--- src/rtl/hsw_pkg.sv ---
package hsw_pkg;

  typedef enum logic [1:0] {
    CH_OFF   = 2'd0,
    CH_ON    = 2'd1,
    CH_LATCH = 2'd2
  } ch_state_e;

  // Window and enable flags together form the debounced condition.
  function automatic logic inputs_valid(logic uv, logic ov, logic en);
    return uv & ov & en;
  endfunction

  // Register override selects between the ON bit and the shared pin.
  function automatic logic eff_on(logic sel, logic reg_on, logic pin);
    return sel ? reg_on : pin;
  endfunction

endpackage

--- src/rtl/hsw_debounce.sv ---
module hsw_debounce #(
  parameter int unsigned TICKS = 25_000_000
) (
  input  logic clk,
  input  logic rst_n,
  input  logic cond_i,
  input  logic restart_i,
  output logic rise_o,
  output logic done_o
);
  localparam int unsigned CW = $clog2(TICKS + 1);
  localparam logic [CW-1:0] LIMIT = CW'(TICKS);

  logic [CW-1:0] cnt_q;
  logic          cond_q;

  always_ff @(posedge clk) begin
    if (!rst_n) begin
      cnt_q  <= '0;
      cond_q <= 1'b0;
    end else begin
      cond_q <= cond_i;
      if (!cond_i)
        cnt_q <= '0;
      else if (restart_i)
        cnt_q <= CW'(1);   // this cycle counts, aligned with the partner
      else if (cnt_q != LIMIT)
        cnt_q <= cnt_q + CW'(1);
    end
  end

  assign rise_o = cond_i & ~cond_q;
  assign done_o = (cnt_q == LIMIT);
endmodule

--- src/rtl/hsw_start_arbiter.sv ---
module hsw_start_arbiter (
  input  logic       coupled_i,
  input  logic       retry_i,
  input  logic [1:0] want_i,
  input  logic [1:0] want_rise_i,
  input  logic [1:0] cond_i,
  input  logic [1:0] lock_i,
  input  logic [1:0] fault_i,
  input  logic [1:0] busy_i,
  input  logic [1:0] done_i,
  input  logic [1:0] on_i,
  input  logic [1:0] latch_i,
  output logic [1:0] go_start_o,
  output logic [1:0] go_off_o,
  output logic [1:0] go_latch_o,
  output logic [1:0] go_clear_o
);
  logic [1:0] lose, ready, idle;
  logic       both_start, any_lose, any_fault;

  always_comb begin
    for (int i = 0; i < 2; i++) begin
      idle[i]  = ~on_i[i] & ~latch_i[i];
      lose[i]  = ~want_i[i] | ~cond_i[i] | ~lock_i[i] | fault_i[i];
      ready[i] = idle[i] & done_i[i] & want_i[i] & (&lock_i)
               & ~busy_i[i] & ~fault_i[i];
    end
    both_start = ready[0] & ready[1] & ~(|busy_i);
    any_lose   = |(on_i & lose);
    any_fault  = |(on_i & fault_i);
    for (int i = 0; i < 2; i++) begin
      if (coupled_i) begin
        go_start_o[i] = both_start;
        go_off_o[i]   = on_i[i] & any_lose;
        go_latch_o[i] = on_i[i] & any_lose & any_fault & ~retry_i;
      end else begin
        go_start_o[i] = ready[i] & ~busy_i[1-i];
        go_off_o[i]   = on_i[i] & lose[i];
        go_latch_o[i] = on_i[i] & fault_i[i] & ~retry_i;
      end
      go_clear_o[i] = latch_i[i] & want_rise_i[i];
    end
  end
endmodule

--- src/rtl/hsw_chan_fsm.sv ---
module hsw_chan_fsm
  import hsw_pkg::*;
(
  input  logic clk,
  input  logic rst_n,
  input  logic go_start_i,
  input  logic go_off_i,
  input  logic go_latch_i,
  input  logic go_clear_i,
  output logic run_o,
  output logic latched_o,
  output logic start_pulse_o,
  output logic off_pulse_o
);
  ch_state_e st_q;

  always_ff @(posedge clk) begin
    if (!rst_n) begin
      st_q          <= CH_OFF;
      start_pulse_o <= 1'b0;
      off_pulse_o   <= 1'b0;
    end else begin
      start_pulse_o <= 1'b0;
      off_pulse_o   <= 1'b0;
      unique case (st_q)
        CH_OFF: if (go_start_i) begin
          st_q          <= CH_ON;
          start_pulse_o <= 1'b1;
        end
        CH_ON: if (go_off_i) begin
          st_q        <= go_latch_i ? CH_LATCH : CH_OFF;
          off_pulse_o <= 1'b1;
        end
        CH_LATCH: if (go_clear_i) st_q <= CH_OFF;
        default: st_q <= CH_OFF;
      endcase
    end
  end

  assign run_o     = (st_q == CH_ON);
  assign latched_o = (st_q == CH_LATCH);
endmodule

--- src/rtl/hsw_pair_coord.sv ---
module hsw_pair_coord
  import hsw_pkg::*;
#(
  parameter int unsigned DEBOUNCE_TICKS = 25_000_000
) (
  input  logic       clk,
  input  logic       rst_n,
  input  logic       coupled_mode,
  input  logic       retry_en,
  input  logic       on_pin,
  input  logic [1:0] ovr_sel,
  input  logic [1:0] ovr_on,
  input  logic [1:0] uv_ok,
  input  logic [1:0] ov_ok,
  input  logic [1:0] en_ok,
  input  logic [1:0] lock_ok,
  input  logic [1:0] fault,
  input  logic [1:0] seq_busy,
  output logic [1:0] run_cmd,
  output logic [1:0] start_pulse,
  output logic [1:0] off_pulse
);
  logic [1:0] cond, want, want_q, want_rise;
  logic [1:0] cond_rise, dbc_done, dbc_restart;
  logic [1:0] latched;
  logic [1:0] go_start, go_off, go_latch, go_clear;

  always_comb begin
    for (int i = 0; i < 2; i++) begin
      cond[i] = inputs_valid(uv_ok[i], ov_ok[i], en_ok[i]);
      want[i] = eff_on(ovr_sel[i], ovr_on[i], on_pin);
    end
  end

  always_ff @(posedge clk) begin
    if (!rst_n) want_q <= '0;
    else        want_q <= want;
  end
  assign want_rise = want & ~want_q;

  for (genvar g = 0; g < 2; g++) begin : g_chan
    // Independent mode: partner becoming enabled restarts our debounce.
    assign dbc_restart[g] = ~coupled_mode & cond_rise[1-g] & cond[g]
                          & ~dbc_done[g];

    hsw_debounce #(.TICKS(DEBOUNCE_TICKS)) u_dbc (
      .clk      (clk),
      .rst_n    (rst_n),
      .cond_i   (cond[g]),
      .restart_i(dbc_restart[g]),
      .rise_o   (cond_rise[g]),
      .done_o   (dbc_done[g])
    );

    hsw_chan_fsm u_fsm (
      .clk          (clk),
      .rst_n        (rst_n),
      .go_start_i   (go_start[g]),
      .go_off_i     (go_off[g]),
      .go_latch_i   (go_latch[g]),
      .go_clear_i   (go_clear[g]),
      .run_o        (run_cmd[g]),
      .latched_o    (latched[g]),
      .start_pulse_o(start_pulse[g]),
      .off_pulse_o  (off_pulse[g])
    );
  end

  hsw_start_arbiter u_arb (
    .coupled_i  (coupled_mode),
    .retry_i    (retry_en),
    .want_i     (want),
    .want_rise_i(want_rise),
    .cond_i     (cond),
    .lock_i     (lock_ok),
    .fault_i    (fault),
    .busy_i     (seq_busy),
    .done_i     (dbc_done),
    .on_i       (run_cmd),
    .latch_i    (latched),
    .go_start_o (go_start),
    .go_off_o   (go_off),
    .go_latch_o (go_latch),
    .go_clear_o (go_clear)
  );
endmodule

--- config.mk ---
export PLATFORM = sky130hd
export DESIGN_NAME = hsw_pair_coord
export DESIGN_NICKNAME = d
export VERILOG_FILES = /design/src/rtl/hsw_pkg.sv /design/src/rtl/hsw_debounce.sv /design/src/rtl/hsw_start_arbiter.sv /design/src/rtl/hsw_chan_fsm.sv /design/src/rtl/hsw_pair_coord.sv
export SDC_FILE = /design/constraint.sdc
export NUM_CORES = 1
export LEC_CHECK = 0
export ABC_AREA = 1
export BUFFER_PORTS_ARGS = -buffer_cell sky130_fd_sc_hd__buf_2
export CAP_MARGIN = 20
export CELL_PAD_IN_SITES_DETAIL_PLACEMENT = 0
export CELL_PAD_IN_SITES_GLOBAL_PLACEMENT = 2
export CORE_AREA = 5 5 124 91
export DETAILED_ROUTE_END_ITERATION = 7
export DIE_AREA = 0 0 129 96
export PLACE_DENSITY_LB_ADDON = 0.08
export SLEW_MARGIN = 20
export SYNTH_ARGS = -nofsm -noshare
export SYNTH_HDL_FRONTEND = slang
export SYNTH_SLANG_ARGS = --single-unit
--- constraint.sdc ---
create_clock -name clk -period 3.82 [get_ports clk]
set_input_delay 0.764 -clock clk [delete_from_list [all_inputs] [get_ports clk]]
set_output_delay 0.764 -clock clk [all_outputs]
set_load 0.005 [all_outputs]
; ---- Word-level counts from Yosys, hierarchy flattened
; Cells that the tools add are included.
; Widths: inputs -> output; s select.
[word_totals]
ff_bits = 62
latch_bits = 0
ram_bits = 0
mem_bits_ro = 0
input_bits = 21
out_inout_bits = 6
elab_cells = 147
n_memories = 0
[op_classes]
add_sub_neg = 2
multipliers = 0
n_div = 0
n_lt_le_gt_ge = 0
eq_ne = 14
shift = 0
muxes = 26
n_bitwise = 74
n_reduce_logical = 18
[ops]
columns = operator, n
row1 = $add 25x1->25 const B, 2
row2 = $eq 25x25->1 const B, 2
row3 = $ne 25x25->1 const B, 2
row4 = $and 1x1->1, 42
row5 = $not 1->1, 22
row6 = $mux 1, 16
row7 = $mux 2, 8
row8 = $reduce_and 2->1, 7
row9 = $ne 2x1->1 const B, 6
row10 = $pmux 2 s3, 2
row11 = $and 2x2->2, 3
row12 = $or 1x1->1, 6
row13 = $reduce_and 3->1, 2
row14 = $reduce_or 2->1, 3
row15 = $reduce_or 3->1, 2
row16 = $eq 2x1->1 const B, 2
row17 = $eq 2x2->1 const B, 2
row18 = $logic_not 2->1, 2
row19 = $reduce_bool 2->1, 2
row20 = $not 2->2, 1

; ---- Depth between registers and ports, before layout
; Gate-level depths: netlist (run 1).
[logic_depth]
ltp_word = 15
ltp_mapped = 13
mapped_depth_nobuf = 13

; ---- Hierarchy
; Synthesis (run 1) repeated with hierarchy kept, for this count alone.
[unflattened]
hier_cells = 573
hier_area_um2 = 3632.2
[modules_own_cells]
columns = mod, n_inst, cells_each, area_each_um2, seq_area_each_um2
row1 = hsw_debounce, 2, 230, 1481.4, 520.5
row2 = hsw_chan_fsm, 2, 19, 160.2, 80.1
row3 = hsw_start_arbiter, 1, 45, 196.4, 0.0
row4 = hsw_pair_coord, 1, 30, 152.6, 40.0

; ---- Worst setup path after synthesis (run 1)
; OpenSTA, ideal clock, no wires.
[synth_timing]
path_type = input to register
start = input port coupled_mode
end = register g_chan[1].u_dbc.cnt_q[12]
setup_time_ns = 0.118
arrival_ns = 1.729
required_ns = 3.702
path_slack_ns = 1.972
cell_stages = 8
path_buffers = 2
path_cell_list = clkbuf_1 > nor4_1 > nand2_1 > nand2_2 > inv_2 > buf_6 > o21ai_2 > a21oi_2
[synth_between]
elab_chain_cells = 5
[synth_lines]
columns = item, line_no
row1 = from (decl), hsw_pair_coord.sv:8  ; input logic coupled_mode,
row2 = $not 1->1, hsw_pair_coord.sv:43  ; assign dbc_restart[g] = ~coupled_mode & cond_rise[1-g] & cond[g]
row3 = $and 1x1->1 (2 in series), hsw_pair_coord.sv:43
row4 = $and 1x1->1, hsw_pair_coord.sv:44  ; & ~dbc_done[g];
row5 = $reduce_or 3->1 (no line), --
row6 = to (signal assigned), hsw_debounce.sv:28  ; cnt_q <= cnt_q + CW'(1);
row7 = to (decl), hsw_debounce.sv:14  ; logic [CW-1:0] cnt_q;
; Every way passes these cells.
; A chain may end at the register's enable or synchronous reset.

; ---- Final worst setup path (run 1)
[layout_timing]
start = register g_chan[0].u_dbc.cnt_q[0]
end = register g_chan[0].u_dbc.cnt_q[13]
[layout_between]
elab_chain_cells = 4
word_cells_on_any_way = 6
classes_between = add/sub: 1 / eq/ne: 2 / bitwise: 2 / reduce/logical: 1
[layout_lines]
columns = item, line_no
row1 = from (decl), hsw_debounce.sv:14
row2 = from (signal assigned), hsw_debounce.sv:28
row3 = branches (longest 4 deep; another with $add 25x1->25), --
; Several ways; the timed one is not identified.

==> results.rst, run 1 <==
.. list-table::
   :header-rows: 1

   * - Metric
     - Value
   * - Outcome
     - finished, final reports clean
   * - CP Max Fanout
     - 17
   * - Largest vdd supply drop
     - 0.216 mV
   * - Final standard cell count with taps included and fillers excluded
     - 630
   * - Final setup skew
     - 0.00484 ns
   * - Drt total wl
     - 7750 um
   * - Final total negative setup slack
     - 0 ns
   * - Clock insertion delay at the later pin of the skew report
     - 0.33 ns
   * - Post-CTS repair timing setup buffer count
     - 0
   * - Final period util
     - 52.3%
   * - Count of pins over their slew limit
     - 0
   * - Number of warnings issued by yosys
     - 0
   * - Max cap viols
     - 0
   * - Antenna cell count
     - 0
   * - Global-route wire length before repair
     - 13,000 um
   * - Mean routed wirelength per cell
     - 12.3 um
   * - Fraction of layout cells with a size suffix above 1
     - 17.1%
   * - Leading cell type in the layout, fill and taps excluded
     - sky130_fd_sc_hd__nand2_1
   * - Data arrival, critical path
     - 2.25 ns
   * - Setup repair after global routing missed its margin
     - false
   * - Routed via count
     - 2,910
   * - Initial core utilization
     - 33.6%
   * - Min cycle time layout
     - 2.00 ns
   * - Vias per cell
     - 4.62
   * - RePlAce Congestion
     - 0.797
   * - Synthesis-to-layout area growth
     - 15.3%
   * - Core area
     - 0.0100 mm2
   * - Slack of the worst reg-to-reg path
     - 1.82 ns
   * - Number of distinct standard cells referenced by the synthesized netlist
     - 36
   * - Initial antenna violation count
     - 0
   * - Gr busiest metal
     - met1
   * - Class of the tightest hold or removal check
     - reg -> reg
   * - Number of hold violations in the final report
     - 0
   * - TritonCTS Sinks
     - 62
   * - Measured slew at the worst slew-check pin
     - 0.550 ns
   * - Standby leakage power
     - 1.49 nW
   * - Average cell area after synthesis
     - 7.18 um2
   * - Number of cells on the worst hold path
     - 2
   * - Capturing point of the worst reg2reg path
     - g_chan[0].u_dbc.cnt_q[13]
   * - Post-DRT Antenna Nets
     - 0
   * - Type of origin of the critical path
     - flop
   * - Buffers on Ports
     - 26
   * - Met3 demand-to-capacity share in global routing
     - 4.10%
   * - Number of rows in the core area
     - 31
   * - Die Y
     - 96 um
   * - Number of buffers inserted during clock tree synthesis
     - 9
   * - Reg2reg path depth
     - 12
   * - Worst EP required
     - 4.07 ns
   * - Layout net count
     - 527
   * - Hold Path Origin
     - g_chan[0].u_dbc.cnt_q[21]
   * - Remaining global-route overflow
     - 0
   * - Pin count of the biggest net entering global routing
     - 18
   * - Gate Count Post-Synth
     - 469
   * - Full die area
     - 0.0124 mm2
   * - Detailed-router iteration count before antenna repair
     - 5
   * - Max frequency
     - 500 MHz
   * - Overall track demand over capacity in global routing
     - 13.6%
   * - Die boundary width
     - 129 um
   * - Placed insts
     - 617
   * - Most frequent cells in the layout
     - sky130_fd_sc_hd__nand2_1 (81), sky130_fd_sc_hd__nor2_1 (66), sky130_fd_sc_hd__inv_1 (64)
   * - GRT met2 Usage
     - 18.0%
   * - Crit. End Element
     - flop
   * - Portion of the post-synthesis area used by sequential elements
     - 36.9%
   * - Worst setup path class
     - reg -> reg
   * - Post-DP HPWL
     - 5940 um
   * - Net Count, Synth
     - 500
   * - Number of endpoints failing setup at the final stage
     - 0
   * - Hold buffers post-CTS
     - 0
   * - Rel. slew slack
     - 63.0%
   * - Drt drc
     - 0
   * - Quantity of gates resized following cts
     - 0
   * - Via count of the first global-routing pass
     - 2,647
   * - TritonCTS clock tree
     - yes
   * - Startpoint of the most critical register-to-register path
     - g_chan[0].u_dbc.cnt_q[0]
   * - CTS max path bufs
     - 2
   * - Met1 Usage GRT
     - 19.8%
   * - Capture endpoint of the worst hold path
     - g_chan[0].u_dbc.cnt_q[21]
   * - Count of routing violations after the opening detailed-route iteration
     - 178
   * - Clock input transition at the sequential cells of the worst setup and hold paths
     - 0.05 ns
   * - H-tree lvl count
     - 3
   * - I/O pin cnt
     - 27
   * - Ratio of total power to cell area
     - 443 mW/mm2
   * - Root cell of the clock tree
     - sky130_fd_sc_hd__clkbuf_16
   * - Mapped Area
     - 0.00337 mm2
   * - Seq cells post-synth
     - 62
## report_power, final
part | switching [mW] | internal [mW]
Clock | 0.280 | 0.547
Combinational | 0.128 | 0.0798
Sequential | 0.0142 | 0.669
Total | 0.423 | 1.30
## routing by layer
layer	up-vias	share of wire, %
met3	14	6.3
met5	-	0
met2	56	37
li1	1564	-
met4	0	1.9
met1	1276	55
## state kept, by name, summed over array words and instances (netlist names)
name / flops
g_chan.u_fsm.start_pulse_o: 2
g_chan.u_fsm.off_pulse_o: 2
want_q: 2
g_chan.u_fsm.st_q: 4
g_chan.u_dbc.cond_q: 2
g_chan.u_dbc.cnt_q: 50
## critical path: stages, from the launching register on
cell and delay (ns):
sky130_fd_sc_hd__dfxtp_1 0.34, sky130_fd_sc_hd__inv_1 0.11, sky130_fd_sc_hd__ha_1 0.16, sky130_fd_sc_hd__nand2_1 0.06
sky130_fd_sc_hd__nor2_1 0.10, sky130_fd_sc_hd__nand2_1 0.07, sky130_fd_sc_hd__nor2_2 0.16, sky130_fd_sc_hd__nand2_2 0.10
sky130_fd_sc_hd__nand2_1 0.09, sky130_fd_sc_hd__nand2_2 0.24, sky130_fd_sc_hd__inv_2 0.24, sky130_fd_sc_hd__o21ai_1 0.09
sky130_fd_sc_hd__a21oi_1 0.14
## worst max-delay path by stage
stage                             start                   endpoint  slack, ns  depth (start not counted)
2_1_floorplan              coupled_mode  g_chan[1].u_dbc.cnt_q[12]       1.97                          8
3_3_place_gp                   en_ok[1]   g_chan[1].u_dbc.cnt_q[3]       1.49                          8
3_5_place_dp                   en_ok[0]   g_chan[1].u_dbc.cnt_q[3]       1.41                          8
4_1_cts        g_chan[1].u_dbc.cnt_q[0]   g_chan[1].u_dbc.cnt_q[3]       1.76                         12
5_1_grt                        en_ok[0]   g_chan[1].u_dbc.cnt_q[3]       1.52                          8
6_report       g_chan[0].u_dbc.cnt_q[0]  g_chan[0].u_dbc.cnt_q[13]       1.82                         12
## metrics by stage
step	hold WS [ns]	power, mW	area, um2	util [%]	worst slack [ns]
3_5_place_dp	0.469	0.905	3580	35.8	1.41
3_3_place_gp	0.454	0.905	3580	35.8	1.49
4_1_cts	0.476	1.75	3880	38.8	1.76
5_1_grt	0.500	1.81	3880	38.8	1.52
6_report	0.474	1.72	3880	38.8	1.82
2_1_floorplan	0.444	0.860	3370	-	1.97
## final cells by class
class / instances / area (um2)
well taps: 132 / 165
repair buffers: 26 / 130
fillers: 1070 / 6130
clock inverters: 1 / 30.0
inverters: 70 / 263
multi-input cells: 327 / 1790
clock buffers: 12 / 267
flip-flops and latches: 62 / 1240
## synthesized netlist by cell type
| library cell | count | area share [%] |
|---|---|---|
| sky130_fd_sc_hd__or2_0 | 1 | 0.19 |
| sky130_fd_sc_hd__nor4_1 | 3 | 0.56 |
| sky130_fd_sc_hd__o21ai_2 | 8 | 2.1 |
| sky130_fd_sc_hd__a211oi_2 | 1 | 0.37 |
| sky130_fd_sc_hd__o21ai_1 | 3 | 0.45 |
| sky130_fd_sc_hd__a31oi_1 | 1 | 0.19 |
| sky130_fd_sc_hd__a21oi_2 | 7 | 1.8 |
| sky130_fd_sc_hd__nor3b_2 | 1 | 0.37 |
| sky130_fd_sc_hd__nor2_2 | 2 | 0.37 |
| sky130_fd_sc_hd__nand4_2 | 1 | 0.37 |
| sky130_fd_sc_hd__buf_2 | 1 | 0.15 |
| sky130_fd_sc_hd__nor2_1 | 66 | 7.4 |
| sky130_fd_sc_hd__nor3_2 | 2 | 0.59 |
| sky130_fd_sc_hd__nand2_1 | 81 | 9.0 |
| sky130_fd_sc_hd__nand3b_4 | 1 | 0.59 |
| sky130_fd_sc_hd__ha_1 | 10 | 3.7 |
| sky130_fd_sc_hd__a21oi_1 | 32 | 4.8 |
| sky130_fd_sc_hd__nand3_1 | 33 | 4.9 |
| sky130_fd_sc_hd__o22ai_1 | 2 | 0.37 |
| sky130_fd_sc_hd__nor3b_1 | 1 | 0.22 |
| sky130_fd_sc_hd__o21a_1 | 6 | 1.3 |
| sky130_fd_sc_hd__nand2_2 | 8 | 1.5 |
| sky130_fd_sc_hd__buf_4 | 6 | 1.3 |
| sky130_fd_sc_hd__nor2_4 | 4 | 1.3 |
| sky130_fd_sc_hd__o21ai_0 | 13 | 1.9 |
| sky130_fd_sc_hd__nor3_4 | 3 | 1.4 |
| sky130_fd_sc_hd__nor3_1 | 18 | 2.7 |
| sky130_fd_sc_hd__xnor2_1 | 4 | 1.0 |
| sky130_fd_sc_hd__nand4_1 | 7 | 1.3 |
| sky130_fd_sc_hd__buf_6 | 2 | 0.67 |
| sky130_fd_sc_hd__dfxtp_1 | 62 | 37 |
| sky130_fd_sc_hd__inv_2 | 6 | 0.67 |
| sky130_fd_sc_hd__clkbuf_1 | 1 | 0.11 |
| sky130_fd_sc_hd__nand3_2 | 2 | 0.59 |
| sky130_fd_sc_hd__inv_1 | 64 | 7.1 |
| sky130_fd_sc_hd__xor2_1 | 6 | 1.6 |
## logic make-up after synthesis
family / synth area share [%]
AOI/OAI and AO/OA: 13.3
xor gates and xnor gates: 2.60
adders and majority gates: 3.72
buffers and inverters: 10.1
DFF: 36.9
and+or+nand+nor: 33.4
(Power assumes the default switching activity.)
==> inputs of run 2 (changes only) <==
CORE_AREA = 5 5 131 96   (was 5 5 124 91)
DIE_AREA = 0 0 136 101   (was 0 0 129 96)
clock period = 1.63 ns   (was 3.82 ns; I/O delays follow)
==> results.rst, run 2 (synthesis gave the netlist of run 1 again) <==
.. list-table::
   :header-rows: 1

   * - Metric
     - Value
   * - Outcome
     - finished, final reports clean
   * - Worst EP required
     - 1.89 ns (-2.18 ns)
   * - Setup repair after global routing missed its margin
     - true
   * - Number of rows in the core area
     - 33 (+6.5%)
   * - Root cell of the clock tree
     - sky130_fd_sc_hd__clkbuf_16
   * - Setup slack after layout
     - 0.0455 ns (-1.78 ns)
   * - Post-DP HPWL
     - 6770 um (+14%)
   * - Post-DRT Antenna Nets
     - 0 (unchanged)
   * - Buffers on Ports
     - 26 (unchanged)
   * - Drt total wl
     - 8630 um (+11%)
   * - Final period util
     - 97.2% (+45 points)
   * - CTS max path bufs
     - 2 (unchanged)
   * - Die Y
     - 101 um (+5.2%)
   * - Placed Instance Area
     - 0.00424 mm2 (+18%)
   * - Routed via count
     - 3,201 (+10%)
   * - Most frequent cells in the layout
     - sky130_fd_sc_hd__buf_4 (73), sky130_fd_sc_hd__nand2_1 (70), sky130_fd_sc_hd__inv_1 (55)
   * - Mean routed wirelength per cell
     - 11.7 um (-5.1%)
   * - TritonCTS Sinks
     - 62 (unchanged)
   * - Data arrival, critical path
     - 1.85 ns (-0.40 ns)
   * - Class of the tightest hold or removal check
     - in -> reg
   * - I/O pin cnt
     - 27 (unchanged)
   * - Fraction of layout cells with a size suffix above 1
     - 40.0% (+23 points)
   * - Final setup skew
     - 0.00615 ns (+0.00131 ns)
   * - Ratio of total power to cell area
     - 829 mW/mm2 (+87%)
   * - Vias per cell
     - 4.33 (-6.2%)
   * - Core area
     - 0.0113 mm2 (+13%)
   * - Initial antenna violation count
     - 0 (unchanged)
   * - H-tree lvl count
     - 3 (unchanged)
   * - Max cap viols
     - 0 (unchanged)
   * - Largest vdd supply drop
     - 0.449 mV (+110%)
   * - Die boundary width
     - 136 um (+5.4%)
   * - Setup slack after placement
     - -0.00963 ns (-1.42 ns)
   * - RePlAce Congestion
     - 0.734 (-7.9%)
   * - Final standard cell count with taps included and fillers excluded
     - 739 (+17%)
   * - Worst slack on hold paths
     - 0.375 ns (-0.0989 ns)
   * - Min cycle time layout
     - 1.58 ns (-0.414 ns)
   * - Registers with the most flip-flops
     - g_chan.u_dbc.cnt_q (50), g_chan.u_fsm.st_q (4)
   * - Clock insertion delay at the later pin of the skew report
     - 0.32 ns (about the same)
   * - Final Cell Area
     - 0.00490 mm2 (+26%)
   * - Detailed-router iteration count before antenna repair
     - 4 (-1)
   * - CP Max Fanout
     - 4 (-13)
   * - Pin count of the biggest net entering global routing
     - 10 (-8)
   * - Flip-flop count of the largest register, all copies and words added
     - 50 (unchanged)
   * - Count of routing violations after the opening detailed-route iteration
     - 112 (-37%)
   * - Post-route total power
     - 4.06 mW (+140%)
   * - Hold buffers post-CTS
     - 0 (unchanged)
   * - Remaining global-route overflow
     - 0 (unchanged)
   * - Number of hold violations in the final report
     - 0 (unchanged)
   * - Type of origin of the critical path
     - flop
   * - Rel. slew slack
     - 71.6% (+8.6 points)
   * - Number of endpoints failing setup at the final stage
     - 0 (unchanged)
   * - Synthesis-to-layout area growth
     - 45.7%
   * - Antenna cell count
     - 0 (unchanged)
   * - Measured slew at the worst slew-check pin
     - 0.422 ns (-0.128 ns)
   * - Initial core utilization
     - 29.9% (-3.8 points)
   * - Via count of the first global-routing pass
     - 2,954 (+12%)
   * - Count of pins over their slew limit
     - 0 (unchanged)
   * - TritonCTS clock tree
     - yes
   * - Max frequency
     - 631 MHz (+26%)
   * - Drt drc
     - 0 (unchanged)
   * - Clock input transition at the sequential cells of the worst setup and hold paths
     - 0.05 ns (about the same)
   * - Overall track demand over capacity in global routing
     - 13.1% (-0.46 points)
   * - Placed insts
     - 718 (+16%)
   * - Worst setup path class
     - reg -> reg
   * - Layout net count
     - 609 (+16%)
   * - Crit. End Element
     - flop
   * - Leading cell type in the layout, fill and taps excluded
     - sky130_fd_sc_hd__buf_4
   * - Standby leakage power
     - 1.97 nW (+33%)
   * - Global-route wire length before repair
     - 14,200 um (+9.7%)
   * - Register bank with the most flops
     - g_chan.u_dbc.cnt_q
   * - Number of buffers inserted during clock tree synthesis
     - 9 (unchanged)
   * - Full die area
     - 0.0137 mm2 (+11%)
[run 2: changes by cell type in the layout (fill, tap and decap cells not counted), moves of 7 or more]
cell / delta
sky130_fd_sc_hd__nand2_1: -11
sky130_fd_sc_hd__a21oi_1: -7
sky130_fd_sc_hd__a21oi_2: +7
sky130_fd_sc_hd__inv_1: -9
sky130_fd_sc_hd__buf_4: +73
sky130_fd_sc_hd__nand3_2: +8
sky130_fd_sc_hd__nand3_1: -8
sky130_fd_sc_hd__nor2_2: +8
sky130_fd_sc_hd__nand2_2: +7
sky130_fd_sc_hd__nor2_1: -12
sky130_fd_sc_hd__dfxtp_1: -9
[run 2: routing by layer]
metal	global-route usage, %	vias to the layer above	wire [um]
met4	3.95	0	83
li1	-	1741	-
met3	3.69	9	311
met2	18.4	41	3440
met1	19.2	1410	4800
met5	0	-	0
[run 2: cell type report]
class                      instances  area (um2)
clock buffer                      14         264
clock inverter                     1        5.00
fill                            1196        6370
inverter                          70         283
multi-input combinational        327        2070
sequential                        62        1260
tap                              157         196
timing repair buffer             108         828
[run 2: final timing paths]
check / startpoint / end / slack [ns] / cells past startpoint
setup reg to reg: g_chan[0].u_dbc.cnt_q[1] / g_chan[0].u_dbc.cnt_q[7] / 0.05 / 12
hold / removal: rst_n / g_chan[0].u_dbc.cond_q / 0.38 / 3
hold reg to reg: g_chan[0].u_dbc.cnt_q[24] / g_chan[0].u_dbc.cnt_q[24] / 0.47 / 2
setup / recovery: g_chan[0].u_dbc.cnt_q[1] / g_chan[0].u_dbc.cnt_q[7] / 0.05 / 12
[run 2: what timing repair did]
| action | CTS | global route |
|---|---|---|
| pin swaps | 4 | 30 |
| gates cloned | 0 | 1 |
| endpoints found under the setup margin | 18 | 52 |
| setup buffers | 2 | 3 |
| resized for setup | 9 | 92 |
[run 2: stage by stage]
step / util, % / setup TNS [ns]
floorplan: - / 0
global placement: 37.6 / -0.0373
detailed placement: 37.6 / -0.0355
CTS: 40.3 / 0
global route: 43.5 / -0.315
finish: 43.5 / 0
[run 2: critical path: stages (launching register included)]
cell,delay (ns)
sky130_fd_sc_hd__dfxtp_4,0.37
sky130_fd_sc_hd__inv_4,0.06
sky130_fd_sc_hd__ha_4,0.12
sky130_fd_sc_hd__nand2_1,0.04
sky130_fd_sc_hd__nor2_1,0.09
sky130_fd_sc_hd__nand2_1,0.07
sky130_fd_sc_hd__nor2_2,0.12
sky130_fd_sc_hd__nand2_2,0.07
sky130_fd_sc_hd__nand2_2,0.09
sky130_fd_sc_hd__nand2_4,0.10
sky130_fd_sc_hd__buf_6,0.17
sky130_fd_sc_hd__buf_12,0.13
sky130_fd_sc_hd__a21oi_2,0.09
[run 2: power breakdown]
part           leakage, nW  internal (mW)  switching, mW
clock                0.133           1.10          0.648
combinational         1.33          0.336          0.386
sequential           0.506           1.57         0.0231
total                 1.97           3.01           1.06
==> inputs of run 3 (changes only) <==
PLACE_DENSITY_LB_ADDON = 0.1   (was 0.08)
==> results.rst, run 3 (synthesis gave the netlist of run 1 again) <==
.. list-table::
   :header-rows: 1

   * - Metric
     - Value
   * - Min cycle time layout
     - 1.60 ns (+0.0201 ns)
   * - Final total negative setup slack
     - 0 ns (unchanged)
   * - Full die area
     - 0.0137 mm2 (unchanged)
   * - Final setup skew
     - 0.00661 ns (+0.000456 ns)
   * - Mean routed wirelength per cell
     - 12.0 um (+2.7%)
   * - Count of pins over their slew limit
     - 0 (unchanged)
   * - Pin count of the biggest net entering global routing
     - 17 (+7)
   * - Worst slack on hold paths
     - 0.352 ns (-0.0240 ns)
   * - Measured slew at the worst slew-check pin
     - 0.476 ns (+0.0537 ns)
   * - Registers with the most flip-flops
     - g_chan.u_dbc.cnt_q (50), g_chan.u_fsm.st_q (4)
   * - Detailed-router iteration count before antenna repair
     - 5 (+1)
   * - Standby leakage power
     - 1.94 nW (-1.5%)
   * - Hold buffers post-CTS
     - 0 (unchanged)
   * - CP Max Fanout
     - 4 (unchanged)
   * - Data arrival, critical path
     - 1.82 ns (-0.03 ns)
   * - Clock input transition at the sequential cells of the worst setup and hold paths
     - 0.05 ns (about the same)
   * - Area occupied by registers
     - 0.00126 mm2 (about the same)
   * - Final period util
     - 98.4% (+1.2 points)
   * - H-tree lvl count
     - 3 (unchanged)
   * - Cell family with most CP delay
     - simple AND/OR/NAND/NOR gates
   * - Max cap viols
     - 0 (unchanged)
   * - Clock insertion delay at the later pin of the skew report
     - 0.32 ns (about the same)
   * - I/O pin cnt
     - 27 (unchanged)
   * - Area taken by multi-input logic gates
     - 0.00203 mm2 (-1.8%)
   * - Initial antenna violation count
     - 0 (unchanged)
   * - Vias per cell
     - 4.34 (+0.11%)
   * - Final Core Density
     - 42.8% (-0.67 points)
   * - CTS max path bufs
     - 2 (unchanged)
   * - Most Frequent Cell on Critical Path
     - sky130_fd_sc_hd__nand2_2
   * - Synthesis-to-layout area growth
     - 43.5%
   * - Number of rows in the core area
     - 33 (unchanged)
   * - Root cell of the clock tree
     - sky130_fd_sc_hd__clkbuf_16
   * - Critical path's slowest cell
     - sky130_fd_sc_hd__dfxtp_4
   * - Setup repair after global routing missed its margin
     - true
   * - Rel. slew slack
     - 68.0% (-3.6 points)
   * - TritonCTS Sinks
     - 62 (unchanged)
   * - Number of fill cells in the layout
     - 1,187 (-0.75%)
   * - Flip-flop count of the largest register, all copies and words added
     - 50 (unchanged)
   * - Fraction of layout cells with a size suffix above 1
     - 39.1% (-0.90 points)
   * - Register bank with the most flops
     - g_chan.u_dbc.cnt_q
   * - Crit. End Element
     - flop
   * - Drt drc
     - 0 (unchanged)
   * - Leading cell type in the layout, fill and taps excluded
     - sky130_fd_sc_hd__buf_4
   * - Bufs and invs on worst path
     - 1 (-2)
   * - Type of origin of the critical path
     - flop
   * - Setup slack after placement
     - -0.0340 ns (-0.0244 ns)
   * - Number of endpoints failing setup at the final stage
     - 0 (unchanged)
   * - Worst EP required
     - 1.85 ns (-0.04 ns)
   * - Initial core utilization
     - 29.9% (unchanged)
   * - Delay contributed by the slowest stage of the critical path
     - 0.37 ns (about the same)
   * - Core area
     - 0.0113 mm2 (unchanged)
   * - Die boundary width
     - 136 um (unchanged)
   * - Number of hold violations in the final report
     - 0 (unchanged)
   * - Buffers on Ports
     - 26 (unchanged)
   * - Post-route total power
     - 4.00 mW (-1.6%)
   * - Most frequent cells in the layout
     - sky130_fd_sc_hd__buf_4 (73), sky130_fd_sc_hd__nand2_1 (68), sky130_fd_sc_hd__nor2_1 (61)
   * - Setup slack after layout
     - 0.0255 ns (-0.0201 ns)
   * - Layout net count
     - 608 (-0.16%)
   * - Overall track demand over capacity in global routing
     - 13.2% (+0.10 points)
   * - Via count of the first global-routing pass
     - 3,037 (+2.8%)
   * - Max frequency
     - 623 MHz (-1.3%)
   * - Routed via count
     - 3,196 (-0.16%)
   * - Largest vdd supply drop
     - 0.431 mV (-4.0%)
   * - Class of the tightest hold or removal check
     - in -> reg
   * - Drt total wl
     - 8840 um (+2.5%)
   * - Die Y
     - 101 um (unchanged)
   * - Cells along the critical path
     - ha_1 -> nand2_2 -> nor3_4 -> nand2_2 -> nor2_4 -> buf_4 -> nand4_1 -> nand2_1 -> nor2_1
   * - Antenna cell count
     - 0 (unchanged)
   * - TritonCTS clock tree
     - yes
   * - Number of buffers inserted during clock tree synthesis
     - 9 (unchanged)
   * - Count of routing violations after the opening detailed-route iteration
     - 86 (-23%)
   * - Post-DP HPWL
     - 6540 um (-3.5%)
   * - Outcome
     - finished, final reports clean
   * - Worst setup path class
     - reg -> reg
   * - Global-route wire length before repair
     - 14,300 um (+0.53%)
   * - Post-DRT Antenna Nets
     - 0 (unchanged)
   * - RePlAce Congestion
     - 0.753 (+2.7%)
   * - Remaining global-route overflow
     - 0 (unchanged)
   * - Ratio of total power to cell area
     - 829 mW/mm2 (about the same)
run 3: through the flow:
stage | area [um2] | instances
4_1_cts | 4500 | 730
2_1_floorplan | 3370 | 469
5_1_grt | 4830 | 737
3_3_place_gp | 4160 | 713
3_5_place_dp | 4160 | 713
6_report | 4830 | 737
run 3: layout make-up:
type                       instances  share of cell area [%]
clock inverter                     2                   0.207
timing repair buffer             107                    16.8
sequential                        62                    26.1
multi-input combinational        327                    42.1
inverter                          70                    5.70
clock buffer                      12                    5.10
tap                              157                    4.07
run 3: tightest hold or removal path, cell delays in order:
cell                     delay (ns)
sky130_fd_sc_hd__buf_2         0.11
sky130_fd_sc_hd__inv_1         0.08
sky130_fd_sc_hd__nor2_1        0.09
run 3: power breakdown:
group | total [mW] | internal, mW | leakage, nW | switching, mW
Sequential | 1.59 | 1.57 | 0.505 | 0.0259
Clock | 1.70 | 1.05 | 0.128 | 0.656
Combinational | 0.704 | 0.318 | 1.31 | 0.386
run 3: routing by layer:
metal | global-route usage [%] | part of all wire, % | vias up | routed length, um
met3 | 3.94 | 4.0 | 7 | 354
met1 | 19.3 | 55 | 1415 | 4820
met4 | 3.72 | 0.70 | 0 | 62
met2 | 18.6 | 41 | 43 | 3600
li1 | - | - | 1731 | -
met5 | 0 | 0 | - | 0
run 3: worst paths after layout:
kind | endpoint | slack, ns | depth (start not counted) | startpoint
worst max-delay path | g_chan[1].u_dbc.cnt_q[22] | 0.03 | 9 | g_chan[1].u_dbc.cnt_q[1]
worst min-delay path | g_chan[1].u_dbc.cond_q | 0.35 | 3 | rst_n
worst max register to register | g_chan[1].u_dbc.cnt_q[22] | 0.03 | 9 | g_chan[1].u_dbc.cnt_q[1]
worst min register to register | g_chan[0].u_dbc.cnt_q[21] | 0.47 | 2 | g_chan[0].u_dbc.cnt_q[21]
run 3: repair_timing:
| action | 4_1_cts | 5_1_grt |
|---|---|---|
| buffers inserted | 2 | 6 |
| pin swaps | 5 | 30 |
| gates resized for setup | 11 | 77 |
| gates cloned | 1 | 1 |
| endpoints found under the setup margin | 20 | 49 |
